<file path="config.mk">
export PLATFORM = sky130hd
export DESIGN_NAME = raster_tgen_top
export DESIGN_NICKNAME = d
export VERILOG_FILES = /design/src/rtl/vtg_pkg.sv /design/src/rtl/vtg_regs.sv /design/src/rtl/vtg_axis.sv /design/src/rtl/raster_tgen_top.sv
export SDC_FILE = /design/constraint.sdc
export NUM_CORES = 1
export LEC_CHECK = 0
export ABC_AREA = 1
export BUFFER_PORTS_ARGS = -buffer_cell sky130_fd_sc_hd__clkbuf_2
export CAP_MARGIN = 20
export CORE_MARGIN = 2
export CORE_UTILIZATION = 45
export DETAILED_ROUTE_END_ITERATION = 7
export GPL_ROUTABILITY_DRIVEN = 0
export PLACE_DENSITY = 0.71
export SLEW_MARGIN = 5
export SYNTH_ARGS = -nofsm -noshare
export SYNTH_HDL_FRONTEND = slang
export SYNTH_SLANG_ARGS = --single-unit
</file>
<file path="constraint.sdc">
create_clock -name clk -period 6.2 [get_ports clk]
set_input_delay 0.62 -clock clk [delete_from_list [all_inputs] [get_ports clk]]
set_output_delay 0.62 -clock clk [all_outputs]
set_load 0.1 [all_outputs]
</file>
<file path="src/rtl/vtg_pkg.sv">
// Shared types for the raster timing generator.
// Assumes a 32-bit register word split into two 16-bit halves.
package vtg_pkg;
    localparam int HALF_W = 16;
    localparam int REG_W  = 32;

    // One axis worth of boundaries, each held as count minus one.
    typedef struct packed {
        logic [HALF_W-1:0] act_m1;
        logic [HALF_W-1:0] tot_m1;
        logic [HALF_W-1:0] bst_m1;
        logic [HALF_W-1:0] bend_m1;
        logic [HALF_W-1:0] sst_m1;
        logic [HALF_W-1:0] send_m1;
    } axis_tim_t;

    typedef enum logic [2:0] {
        A_KEY  = 3'd0,
        A_CFG  = 3'd1,
        A_HACT = 3'd2,
        A_HBLK = 3'd3,
        A_HSYN = 3'd4,
        A_VACT = 3'd5,
        A_VBLK = 3'd6,
        A_VSYN = 3'd7
    } reg_addr_e;
endpackage

</file>
<file path="src/rtl/vtg_regs.sv">
// Key-guarded register file with a shadow and a live timing set.
// Assumes the key register is always writable. All other writes are
// dropped while the port is closed. The live set copies the shadow set
// whenever load_i is high.
module vtg_regs
    import vtg_pkg::*;
#(
    parameter logic [REG_W-1:0] UNLOCK_KEY = 32'h0000_4758
) (
    input  logic             clk,
    input  logic             rst_n,
    input  logic             wr_en_i,
    input  logic [2:0]       wr_addr_i,
    input  logic [REG_W-1:0] wr_data_i,
    input  logic             load_i,
    output axis_tim_t        h_tim_o,
    output axis_tim_t        v_tim_o,
    output logic             en_o,
    output logic             hinv_o,
    output logic             vinv_o
);
    logic              open_q;
    logic [2:0]        cfg_q;
    axis_tim_t         pend_q [2];
    axis_tim_t         live_q [2];
    logic [HALF_W-1:0] lo_w;
    logic [HALF_W-1:0] hi_w;
    logic              wr_ok_w;

    assign lo_w    = wr_data_i[HALF_W-1:0];
    assign hi_w    = wr_data_i[REG_W-1:HALF_W];
    assign wr_ok_w = wr_en_i && open_q && (reg_addr_e'(wr_addr_i) != A_KEY);

    // Key register: opens on the key, closes on any other value.
    always_ff @(posedge clk) begin
        if (!rst_n) begin
            open_q <= 1'b0;
        end else if (wr_en_i && reg_addr_e'(wr_addr_i) == A_KEY) begin
            open_q <= (wr_data_i == UNLOCK_KEY);
        end
    end

    // Accepted writes land in the configuration bits or the shadow set.
    always_ff @(posedge clk) begin
        if (!rst_n) begin
            cfg_q     <= '0;
            pend_q[0] <= '0;
            pend_q[1] <= '0;
        end else if (wr_ok_w) begin
            case (reg_addr_e'(wr_addr_i))
                A_CFG:  cfg_q <= wr_data_i[2:0];
                A_HACT: begin pend_q[0].act_m1 <= lo_w; pend_q[0].tot_m1  <= hi_w; end
                A_HBLK: begin pend_q[0].bst_m1 <= lo_w; pend_q[0].bend_m1 <= hi_w; end
                A_HSYN: begin pend_q[0].sst_m1 <= lo_w; pend_q[0].send_m1 <= hi_w; end
                A_VACT: begin pend_q[1].act_m1 <= lo_w; pend_q[1].tot_m1  <= hi_w; end
                A_VBLK: begin pend_q[1].bst_m1 <= lo_w; pend_q[1].bend_m1 <= hi_w; end
                A_VSYN: begin pend_q[1].sst_m1 <= lo_w; pend_q[1].send_m1 <= hi_w; end
                default: ;
            endcase
        end
    end

    // Live set follows the shadow set only at frame start or while off.
    always_ff @(posedge clk) begin
        if (!rst_n) begin
            live_q[0] <= '0;
            live_q[1] <= '0;
        end else if (load_i) begin
            live_q[0] <= pend_q[0];
            live_q[1] <= pend_q[1];
        end
    end

    assign h_tim_o = live_q[0];
    assign v_tim_o = live_q[1];
    assign en_o    = cfg_q[0];
    assign hinv_o  = cfg_q[1];
    assign vinv_o  = cfg_q[2];

    // a write to a closed port leaves the shadow set and configuration alone
    p_locked_drop_r3: assert property (@(posedge clk) disable iff (!rst_n)
        (!open_q && wr_en_i && reg_addr_e'(wr_addr_i) != A_KEY) |=>
        (pend_q[0] == $past(pend_q[0]) && pend_q[1] == $past(pend_q[1])
         && cfg_q == $past(cfg_q)));

    // the live set moves only on a load request
    p_live_hold_r10: assert property (@(posedge clk) disable iff (!rst_n)
        !load_i |=> (live_q[0] == $past(live_q[0]) && live_q[1] == $past(live_q[1])));
endmodule

</file>
<file path="src/rtl/vtg_axis.sv">
// One counting axis: counts on step_i and wraps at the total. It flags
// the active, blank and sync windows. Assumes boundaries are held as
// count minus one and that the total fits in CNT_W bits.
module vtg_axis
    import vtg_pkg::*;
#(
    parameter int CNT_W = 12
) (
    input  logic             clk,
    input  logic             rst_n,
    input  logic             run_i,
    input  logic             step_i,
    input  axis_tim_t        tim_i,
    output logic [CNT_W-1:0] cnt_o,
    output logic             end_o,
    output logic             act_o,
    output logic             blank_o,
    output logic             sync_o
);
    logic [CNT_W-1:0]  cnt_q;
    logic [HALF_W-1:0] cnt_ext;

    assign cnt_ext = HALF_W'(cnt_q);

    // Counter: cleared while stopped, stepped and wrapped while running.
    always_ff @(posedge clk) begin
        if (!rst_n || !run_i) begin
            cnt_q <= '0;
        end else if (step_i) begin
            cnt_q <= end_o ? '0 : cnt_q + 1'b1;
        end
    end

    // Window decode against the live boundaries.
    always_comb begin
        end_o   = (cnt_ext == tim_i.tot_m1);
        act_o   = (cnt_ext <= tim_i.act_m1);
        blank_o = (cnt_ext > tim_i.bst_m1) && (cnt_ext <= tim_i.bend_m1);
        sync_o  = (cnt_ext > tim_i.sst_m1) && (cnt_ext <= tim_i.send_m1);
    end

    assign cnt_o = cnt_q;

    // a running step below the total advances by exactly one
    p_step_r4: assert property (@(posedge clk) disable iff (!rst_n)
        (run_i && step_i && !end_o) |=> (cnt_o == $past(cnt_o) + 1'b1));

    // a step at the total returns the counter to zero
    p_wrap_r4: assert property (@(posedge clk) disable iff (!rst_n)
        (run_i && step_i && end_o) |=> (cnt_o == '0));

    // without a step the count holds
    p_hold_r4: assert property (@(posedge clk) disable iff (!rst_n)
        (run_i && !step_i) |=> $stable(cnt_o));

    // a running counter never passes the programmed total
    p_in_range_r4: assert property (@(posedge clk) disable iff (!rst_n)
        run_i |-> (cnt_ext <= tim_i.tot_m1));
endmodule

</file>
<file path="src/rtl/raster_tgen_top.sv">
// Raster timing generator top. Joins the register file to a horizontal
// and a vertical axis. The vertical axis steps on each horizontal wrap.
// A frame boundary, or the generator being off, refreshes the live timing.
module raster_tgen_top
    import vtg_pkg::*;
#(
    parameter int               CNT_W      = 12,
    parameter logic [REG_W-1:0] UNLOCK_KEY = 32'h0000_4758
) (
    input  logic             clk,
    input  logic             rst_n,
    input  logic             wr_en_i,
    input  logic [2:0]       wr_addr_i,
    input  logic [31:0]      wr_data_i,
    output logic             hsync_o,
    output logic             vsync_o,
    output logic             hblank_o,
    output logic             vblank_o,
    output logic             de_o,
    output logic [CNT_W-1:0] pix_x_o,
    output logic [CNT_W-1:0] line_y_o
);
    localparam int N_AX = 2;

    axis_tim_t        tim_w [N_AX];
    logic [CNT_W-1:0] cnt_w [N_AX];
    logic [N_AX-1:0]  step_w, end_w, act_w, blank_w, sync_w;
    logic             en_w, hinv_w, vinv_w, frame_end_w, load_w;

    vtg_regs #(.UNLOCK_KEY(UNLOCK_KEY)) u_regs (
        .clk       (clk),
        .rst_n     (rst_n),
        .wr_en_i   (wr_en_i),
        .wr_addr_i (wr_addr_i),
        .wr_data_i (wr_data_i),
        .load_i    (load_w),
        .h_tim_o   (tim_w[0]),
        .v_tim_o   (tim_w[1]),
        .en_o      (en_w),
        .hinv_o    (hinv_w),
        .vinv_o    (vinv_w)
    );

    // Horizontal steps every clock; vertical steps on the horizontal wrap.
    assign step_w[0] = 1'b1;
    assign step_w[1] = end_w[0];

    for (genvar g = 0; g < N_AX; g++) begin : g_axis
        vtg_axis #(.CNT_W(CNT_W)) u_axis (
            .clk     (clk),
            .rst_n   (rst_n),
            .run_i   (en_w),
            .step_i  (step_w[g]),
            .tim_i   (tim_w[g]),
            .cnt_o   (cnt_w[g]),
            .end_o   (end_w[g]),
            .act_o   (act_w[g]),
            .blank_o (blank_w[g]),
            .sync_o  (sync_w[g])
        );
    end

    assign frame_end_w = en_w && end_w[0] && end_w[1];
    assign load_w      = !en_w || frame_end_w;

    // Output gating by the enable bit and the per-axis polarity.
    always_comb begin
        hsync_o  = (en_w && sync_w[0]) ^ hinv_w;
        vsync_o  = (en_w && sync_w[1]) ^ vinv_w;
        hblank_o = !en_w || blank_w[0];
        vblank_o = !en_w || blank_w[1];
        de_o     = en_w && act_w[0] && act_w[1];
    end

    assign pix_x_o  = cnt_w[0];
    assign line_y_o = cnt_w[1];

    // the line number holds unless the pixel counter wraps
    p_line_hold_r4: assert property (@(posedge clk) disable iff (!rst_n)
        (en_w && !end_w[0]) |=> $stable(line_y_o));
endmodule

</file>
* After elaboration in Yosys (flattened, before gate mapping)
Memory sizes are Yosys's and may differ from the RTL's. Cells that the tools add are included.
Word-level totals: flip-flop bits (word level) 28, bits in writable memories 384, input bits 38, output and inout bits 29, word-level logic and storage cells 110, memories 2
Cells by class: $add $sub $neg 2, $lt $le $gt $ge 10, equal/unequal tests 10, mux-type cells 43, bitwise operators 16, reductions and logical operators 23
Memory list:
- u_regs.live_q | words 2, width 96, rd ports 2, clocked after memory_dff 0, wr ports 2, line vtg_regs.sv:25 | axis_tim_t live_q [2];
- u_regs.pend_q | words 2, width 96, rd ports 2, clocked after memory_dff 0, wr ports 2, line vtg_regs.sv:24 | axis_tim_t pend_q [2];
Operators by type and width (count):
- $mux 16 | 12
- $mux 96 | 2
- $le 12x16->1 | 6
- $gt 12x16->1 | 4
- $eq 12x16->1 | 2
- $eq 32x15->1 const B | 1
- $mux 1 | 28
- $add 12x1->12 const B | 2
- $or 1x1->1 | 14
- $logic_and 1x1->1 | 13
- $eq 3x3->1 const B | 4
- $mux 12 | 1
- $eq 3x2->1 const B | 2
- $logic_or 1x1->1 | 4
- $eq 3x1->1 const B | 1
- $logic_not 3->1 | 1
- $reduce_bool 3->1 | 1
- $logic_not 1->1 | 2
- $reduce_and 2->1 | 1
- $reduce_or 2->1 | 1
- $xor 1x1->1 | 2

* Logic depth before layout (Yosys ltp)
Gate-level depths: netlist of the first run. An unclocked memory read counts as a cell.
depth after elaboration 9, depth in mapped cells 15, depth with buffers taken out 15

* Hierarchy
A second synthesis of the first run with hierarchy kept.
Unflattened totals: cells, all modules 1821, area, all modules 19123.3 um^2
By module, submodules not included:
- vtg_regs | times used 1, cells each 1016, area each 14099.8 um^2, seq. area each 11611.1 um^2
- vtg_axis | times used 2, cells each 392, area each 2467.4 um^2, seq. area each 240.2 um^2
- raster_tgen_top | times used 1, cells each 21, area each 88.8 um^2, seq. area each 0.0 um^2

* Worst setup path after synthesis of the first run
No wires, ideal clock.
path kind flip-flop to flip-flop, from register g_axis[1].u_axis.cnt_q[5], to memory u_regs.live_q[0][0] (netlist bit) (enable), library setup time 0.563 ns, data arrival time 6.017 ns, required time 5.637 ns, path slack -0.380 ns, cell stages (with the launch flop) 9, buffers on the path 1, clock period less this slack 6.580 ns, cell sequence dfxtp_1 -> buf_2 -> xnor2_2 -> nand3_1 -> nor2_1 -> nand2_1 -> nor2_1 -> nand2_2 -> nand2_1
RTL lines:
- start: declaration | line vtg_axis.sv:20 | logic [CNT_W-1:0] cnt_q;
- start signal: assignment | line vtg_axis.sv:30 | cnt_q <= end_o ? '0 : cnt_q + 1'b1;
- end: declaration | line vtg_regs.sv:25

* Worst setup path after layout of the first run
from register g_axis[0].u_axis.cnt_q[9], to output de_o
On the way: word-level cells in the longest chain between the ends 3
RTL lines:
- start: declaration | line vtg_axis.sv:20
- start signal: assignment | line vtg_axis.sv:30
- $le 12x16->1 | line vtg_axis.sv:37 | act_o = (cnt_ext <= tim_i.act_m1);
- $logic_and 1x1->1 (2 in a row) | line raster_tgen_top.sv:72 | de_o = en_w && act_w[0] && act_w[1];
- end: declaration | line raster_tgen_top.sv:19 | output logic de_o,
Every way passes these cells.

==> results of run 1 <==
## cells in the mapped netlist (2+ instances only)
master | number | area (um2)
sky130_fd_sc_hd__inv_1 | 431 | 1620
sky130_fd_sc_hd__edfxtp_1 | 384 | 11500
sky130_fd_sc_hd__nand2_1 | 237 | 890
sky130_fd_sc_hd__nor2_4 | 181 | 2040
sky130_fd_sc_hd__nor2_1 | 172 | 646
sky130_fd_sc_hd__ha_1 | 122 | 1530
sky130_fd_sc_hd__a21oi_1 | 68 | 340
sky130_fd_sc_hd__nand3_1 | 37 | 185
sky130_fd_sc_hd__o21ai_0 | 29 | 145
sky130_fd_sc_hd__dfxtp_1 | 28 | 561
sky130_fd_sc_hd__nand4_1 | 20 | 125
sky130_fd_sc_hd__nor4_1 | 14 | 87.6
sky130_fd_sc_hd__nor3_1 | 12 | 60.1
sky130_fd_sc_hd__clkbuf_1 | 11 | 41.3
sky130_fd_sc_hd__xor2_1 | 11 | 96.3
sky130_fd_sc_hd__buf_8 | 10 | 150
sky130_fd_sc_hd__xnor2_1 | 10 | 87.6
sky130_fd_sc_hd__buf_2 | 9 | 45.0
sky130_fd_sc_hd__buf_12 | 8 | 160
sky130_fd_sc_hd__inv_2 | 7 | 26.3
sky130_fd_sc_hd__o21a_1 | 5 | 37.5
sky130_fd_sc_hd__a211oi_1 | 3 | 22.5
sky130_fd_sc_hd__nand3b_1 | 3 | 22.5
sky130_fd_sc_hd__nor3b_1 | 3 | 22.5
sky130_fd_sc_hd__or2_2 | 3 | 18.8
sky130_fd_sc_hd__a21o_1 | 2 | 15.0
sky130_fd_sc_hd__buf_6 | 2 | 22.5
sky130_fd_sc_hd__nand2_2 | 2 | 12.5
sky130_fd_sc_hd__nor3_2 | 2 | 20.0
sky130_fd_sc_hd__o21bai_1 | 2 | 15.0
## layout make-up
type | count | area, um2
Timing Repair Buffer | 80 | 483
Clock inverter | 18 | 133
Inverter | 438 | 1640
Sequential cell | 412 | 12100
Tap cell | 600 | 751
Fill cell | 3940 | 22600
Clock buffer | 53 | 1070
Multi-Input combinational cell | 944 | 6530
## power by group
part / internal (mW) / leakage (nW) / switching (mW)
sequential: 3.12 / 4.48 / 0.0284
clock: 1.30 / 0.588 / 0.993
combinational: 0.104 / 4.71 / 0.249
## placed cells by master (no fill, tap or decap), drive strengths merged, types with 28 or more instances in the layout
master / Yosys / routed
nand3: 37 / 37
dfxtp: 28 / 28
nor2: 353 / 353
ha: 122 / 122
inv: 438 / 438
clkbuf: 11 / 119
edfxtp: 384 / 384
a21oi: 68 / 68
nand2: 239 / 239
o21ai: 29 / 29
## worst register-to-register path, delay by kind of cell, from the launching register on
family,cells,cell delay (ns)
simple gates,8,1.91
xor+xnor,1,0.17
flops,1,0.59
buf+inv,1,0.68
## cell families after synthesis
family,after synthesis,synth area share
compound gates,112,0.0289
xor+xnor,22,0.00971
fa+ha+maj,122,0.0740
buf+inv,478,0.100
flops,412,0.586
simple gates,688,0.201
## sequential cells by signal, indices dropped and copies added, names as in the netlist
signal,count
u_regs.open_q,1
u_regs.pend_q,192
g_axis.u_axis.cnt_o,24
u_regs.live_q,192
u_regs.cfg_q,3
## worst paths after layout
path	start	cells after the start	slack, ns	end
setup / recovery	g_axis[0].u_axis.cnt_o[9]	9	2.45	de_o
hold reg to reg	g_axis[0].u_axis.cnt_o[0]	1	0.52	g_axis[0].u_axis.cnt_o[0]
setup reg to reg	g_axis[0].u_axis.cnt_o[9]	10	2.71	u_regs.live_q[0][40]
hold / removal	wr_data_i[10]	3	0.45	u_regs.pend_q[0][90]
## through the flow
step | std cells | instance area, um2 | hold WS (ns)
after CTS | 2545 | 22700 | 0.435
after detailed placement | 2474 | 21500 | 0.507
final | 2545 | 22700 | 0.454
after global placement | 2471 | 21500 | 0.491
after global routing | 2545 | 22700 | 0.468
after floorplan | 1834 | 20600 | 0.512
## metal layers
metal | up-vias | share of wire | track usage
met3 | 96 | 0.068 | 0.0296
met1 | 5894 | 0.42 | 0.245
met2 | 390 | 0.47 | 0.305
met4 | 0 | 0.039 | 0.0748
li1 | 5995 | - | -
met5 | - | 0 | 0
==> flow_metrics.tcl, run 1 <==
set metrics [dict create \
    run_status "finished clean" \
    synth_warnings 0 \
    clock-sinks 412 \
    clkLatencyLatePin_ns 0.55 \
    number_of_global_route_vias_before_repair 12300 \
    die_h_um 218 \
    unrepaired_setup_endpoints_after_global_routing "false" \
    crit_type "flip-flop to output port" \
    dominantRegCellSynth "sky130_fd_sc_hd__edfxtp_1" \
    first_pass_iters 6 \
    synthesized_net_count 1994 \
    floorplan.initialDensity 0.455 \
    placement.io_buffers 66 \
    ys_seq_elements 412 \
    period_needed_ns 3.75 \
    totalPowerFinal_mw 5.79 \
    tightest_slew_ns 1.13 \
    core.rowCount 78 \
    worstPathBufferInverterCount 1 \
    finalSetupViolations 0 \
    layout.core_utilization 0.501 \
    yosysUniqueCellTypes 36 \
    max_clock_buf_depth 3 \
    worst_ir_drop_vdd_mv 0.322 \
    core-area_mm2 0.0453 \
    number_of_maximum_capacitance_violations 0 \
    finalSetupTns_ns 0 \
    number_of_antenna_violating_nets_in_the_routed_design 0 \
    cts.htree.levels 2 \
    leakagePower_nw 9.77 \
    wire_per_inst_um 16.8 \
    power-per-cell-area_mw_per_mm2 255 \
    hold_path_class "primary input to flip-flop" \
    route.vias.total 12400 \
    dp_worst_setup_slack_ns 2.71 \
    crit_path_start_kind "flip-flop" \
    worst_slack_ns 2.45 \
    cts-resized-gates 0 \
    synth_enable_flop_cells 384 \
    grt_remaining_overflow 0 \
    io_pins 67 \
    clk_pin_slew_ns 0.06 \
    timing.critical_path.max_delay_family "compound AO/OA/AOI/OAI gates" \
    die-area_mm2 0.0475 \
    final_min_period_over_clock_period 0.606 \
    die_width_um 218 \
    grt_pass1_wl_um 67000 \
    crit_path_cell_chain "ha_1, a21oi_1, nor2_1, o21ai_0, nand2_1, nor2_1, o21ai_0, nor2_1, clkbuf_2" \
    avgViaCountPerCell 4.86 \
    number_of_buffers_added_by_the_clock_tree_synthesis_step 40 \
    seq_area_frac_synth 0.586 \
    grt_max_degree 106 \
    hold_buffer_count_at_cts 0 \
    avgSynthCellArea_um2 11.2 \
    max-slew-margin-rel 0.245 \
    final-max-slew-violation-count 0 \
    fraction_of_registers_with_async_set_or_reset_after_synthesis 0 \
    place_hpwl_um 30700 \
    final-hold-violation-count 0 \
    slowest_library_cell_on_the_worst_path "sky130_fd_sc_hd__dfxtp_1" \
    post-cts-setup-buffer-count 0 \
    grt_util_all_layers 0.185 \
    timing.critical_path.required_ns 5.58 \
    antenna_violations_before_repair 0 \
    endpoint_class_of_the_critical_path "output port" \
    finish.net_count 2076 \
    fmax_mhz 266 \
    crit_arrival_ns 3.13 \
    tritoncts "yes" \
    crit_fanout 11 \
    clock_tree.root_cell "sky130_fd_sc_hd__clkbuf_16" \
    syn_area_mm2 0.0206 \
    wl_um 42700 \
    netlist_instances 1834 \
    count_of_routing_violations_after_the_opening_detailed_route_iteration 1020 \
    n_antenna_cell 0 \
    timing.critical_path.slowest_cell_delay_ns 0.59 \
    syn_to_final_growth_pct 10.1 \
    drive_gt1_frac 0.170 \
    fin_skew_ns 0.0123 \
    cp_common_cell "sky130_fd_sc_hd__nor2_1" \
    detail_route.drc_violations 0 \
]
Note: power is estimated with default switching activity, not from simulation.
==> run 2, diff against run 1 <==
--- a/config.mk
+++ b/config.mk
@@ -5,14 +5,14 @@
 export SDC_FILE = /design/constraint.sdc
 export NUM_CORES = 1
 export LEC_CHECK = 0
-export ABC_AREA = 1
+export ABC_AREA = 0
 export BUFFER_PORTS_ARGS = -buffer_cell sky130_fd_sc_hd__clkbuf_2
 export CAP_MARGIN = 20
 export CORE_MARGIN = 2
 export CORE_UTILIZATION = 45
 export DETAILED_ROUTE_END_ITERATION = 7
 export GPL_ROUTABILITY_DRIVEN = 0
-export PLACE_DENSITY = 0.71
+export PLACE_DENSITY = 0.69
 export SLEW_MARGIN = 5
 export SYNTH_ARGS = -nofsm -noshare
 export SYNTH_HDL_FRONTEND = slang
==> constraint.sdc (replaced) <==
create_clock -name clk -period 3.9 [get_ports clk]
set_input_delay 0.39 -clock clk [delete_from_list [all_inputs] [get_ports clk]]
set_output_delay 0.39 -clock clk [all_outputs]
set_load 0.1 [all_outputs]
==> run 2 against run 1 <==
  * First-iteration DRC count shrank 21%
  * Non-clock buffer count grew 12
  * Via count shrank 18%
  * Synthesized cell count shrank 27%
  * Total power grew 60%
  * Clock power grew 72%
  * Critical path depth shrank 2
  * Count of clock-buffer cells in the layout grew 5
  * Sequential share of layout area grew 4.8 points
  * Combinational power shrank 2%
  * Highest routed layer unchanged
==> flow_metrics.tcl, run 2 <==
set metrics [dict create \
    yosysUniqueCellTypes 43 \
    worst_ir_drop_vdd_mv 0.301 \
    tightest_slew_ns 0.841 \
    grt_max_degree 109 \
    grt_util_all_layers 0.185 \
    number_of_antenna_violating_nets_in_the_routed_design 0 \
    timing.critical_path.required_ns 3.51 \
    dominantRegCellSynth "sky130_fd_sc_hd__edfxtp_1" \
    antenna_violations_before_repair 2 \
    wl_um 38300 \
    count_of_routing_violations_after_the_opening_detailed_route_iteration 807 \
    power-per-cell-area_mw_per_mm2 445 \
    synthesized_net_count 1507 \
    die_h_um 206 \
    endpoint_class_of_the_critical_path "output port" \
    core-area_mm2 0.0399 \
    synth_enable_flop_cells 384 \
    final_min_period_over_clock_period 0.964 \
    die_width_um 206 \
    floorplan.initialDensity 0.458 \
    synth_top_cell_area_share 0.630 \
    finish.net_count 1605 \
    io_pins 67 \
    worst_slack_ns 0.141 \
    place_hpwl_um 26000 \
    clk_pin_slew_ns 0.06 \
    first_pass_iters 4 \
    totalPowerFinal_mw 9.27 \
    synthDominantAreaCellType "sky130_fd_sc_hd__edfxtp_1" \
    avgSynthCellArea_um2 13.6 \
    placement.io_buffers 66 \
    yosys-top-cells-area "sky130_fd_sc_hd__edfxtp_1 (63%), sky130_fd_sc_hd__and2_1 (10%), sky130_fd_sc_hd__ha_1 (8.3%), sky130_fd_sc_hd__dfxtp_1 (3.1%), sky130_fd_sc_hd__inv_1 (2.4%)" \
    layout.core_utilization 0.522 \
    fmax_mhz 266 \
    dp_worst_setup_slack_ns 0.680 \
    detail_route.drc_violations 0 \
    run_status "finished clean" \
    reg2regPathDepth 7 \
    fraction_of_registers_with_async_set_or_reset_after_synthesis 0 \
    leading_cell_types_in_the_layout_fill_and_taps_excluded "sky130_fd_sc_hd__edfxtp_1 (384), sky130_fd_sc_hd__and2_1 (305), sky130_fd_sc_hd__ha_1 (122)" \
    period_needed_ns 3.76 \
    core.rowCount 73 \
    fin_skew_ns 0.0264 \
    number_of_global_route_vias_before_repair 10200 \
    crit_arrival_ns 3.37 \
    number_of_buffers_added_by_the_clock_tree_synthesis_step 41 \
    wire_per_inst_um 19.1 \
    post_synth_most_frequent_cells "sky130_fd_sc_hd__edfxtp_1 (384), sky130_fd_sc_hd__and2_1 (305), sky130_fd_sc_hd__ha_1 (122)" \
    grt_pass1_wl_um 58500 \
    final-max-slew-violation-count 0 \
    finalSetupTns_ns 0 \
    most_frequent_standard_cell_in_the_layout_excluding_fill_and_tap_cells "sky130_fd_sc_hd__edfxtp_1" \
    hold_path_class "primary input to flip-flop" \
    finalSetupViolations 0 \
    max_clock_buf_depth 3 \
    timing.hold.ws_ns 0.210 \
    syn_area_mm2 0.0183 \
    leakagePower_nw 8.42 \
    crit_type "flip-flop to output port" \
    seq_area_frac_synth 0.661 \
    unrepaired_setup_endpoints_after_global_routing "false" \
    tritoncts "yes" \
    final-hold-violation-count 0 \
    syn_to_final_growth_pct 13.9 \
    hold_buffer_count_at_cts 0 \
    drive_gt1_frac 0.112 \
    number_of_maximum_capacitance_violations 0 \
    cts.htree.levels 2 \
    clock_tree.root_cell "sky130_fd_sc_hd__clkbuf_16" \
    die-area_mm2 0.0423 \
    route.vias.total 10200 \
    hold_depth 2 \
    max-slew-margin-rel 0.434 \
    crit_path_start_kind "flip-flop" \
    clkLatencyLatePin_ns 0.55 \
    synth_warnings 0 \
    synth_most_common_cell "sky130_fd_sc_hd__edfxtp_1" \
    netlist_instances 1347 \
    clock-sinks 412 \
    ys_seq_elements 412 \
    grt_remaining_overflow 0 \
    avgViaCountPerCell 5.08 \
    crit_fanout 10 \
]
==> run 2: cell families after synthesis <==
logic type,count (synthesis),synth area share
AND/OR/NAND/NOR,492,0.159
flip-flops,412,0.661
buffers and inverters,156,0.0337
adder cells (fa/ha/maj),122,0.0834
AO/OA/AOI/OAI,113,0.0377
XOR/XNOR,48,0.0230
multiplexers,4,0.00219
==> run 2: repair_timing <==
action                                 4_1_cts  5_1_grt
endpoints found under the hold margin        0        0
resized for setup                            0        1
buffers inserted                             0        0
setup endpoints to repair                    0        1
==> run 2: path summary, 6_finish.rpt <==
kind	start	end	slack, ns
max	g_axis[0].u_axis.cnt_o[5]	hblank_o	0.14
min	wr_data_i[30]	u_regs.pend_q[1][78]	0.21
max reg2reg	g_axis[1].u_axis.cnt_o[7]	u_regs.live_q[0][55]	0.88
min reg2reg	u_regs.pend_q[1][65]	u_regs.live_q[0][161]	0.51
==> run 2: through the flow <==
| stage | cell area, um2 | instances |
|---|---|---|
| 5_1_grt | 20800 | 2004 |
| 3_3_place_gp | 19500 | 1927 |
| 6_report | 20800 | 2004 |
| 3_5_place_dp | 19500 | 1927 |
| 2_1_floorplan | 18400 | 1347 |
| 4_1_cts | 20800 | 2002 |
==> run 2: cell type report <==
| class | instances | area (um2) |
|---|---|---|
| flip-flops and latches | 412 | 12100 |
| inverters | 119 | 447 |
| well taps | 525 | 657 |
| multi-input cells | 779 | 5680 |
| repair buffers | 92 | 601 |
| fillers | 3294 | 19100 |
| clock buffers | 58 | 1160 |
| clock inverters | 17 | 189 |
| diodes | 2 | 5.00 |
==> run 2: power by group <==
part / internal (mW) / switching (mW) / leakage [nW]
Combinational: 0.122 / 0.225 / 3.27
Sequential: 4.95 / 0.0335 / 4.48
Clock: 2.35 / 1.60 / 0.660
==> run 2: worst max-delay path, stage by stage, from the launching register on <==
cell	delay, ns
sky130_fd_sc_hd__dfxtp_1	0.66
sky130_fd_sc_hd__ha_1	0.35
sky130_fd_sc_hd__a21o_1	0.18
sky130_fd_sc_hd__a21o_1	0.17
sky130_fd_sc_hd__a2111oi_0	0.43
sky130_fd_sc_hd__nor3_1	0.19
sky130_fd_sc_hd__o31ai_4	0.32
sky130_fd_sc_hd__clkbuf_2	0.51
==> run 2: routing by layer <==
metal	track usage	routed length, um
met2	0.318	19300
met1	0.231	16100
met4	0.0848	1330
met3	0.0283	1520
met5	0	0
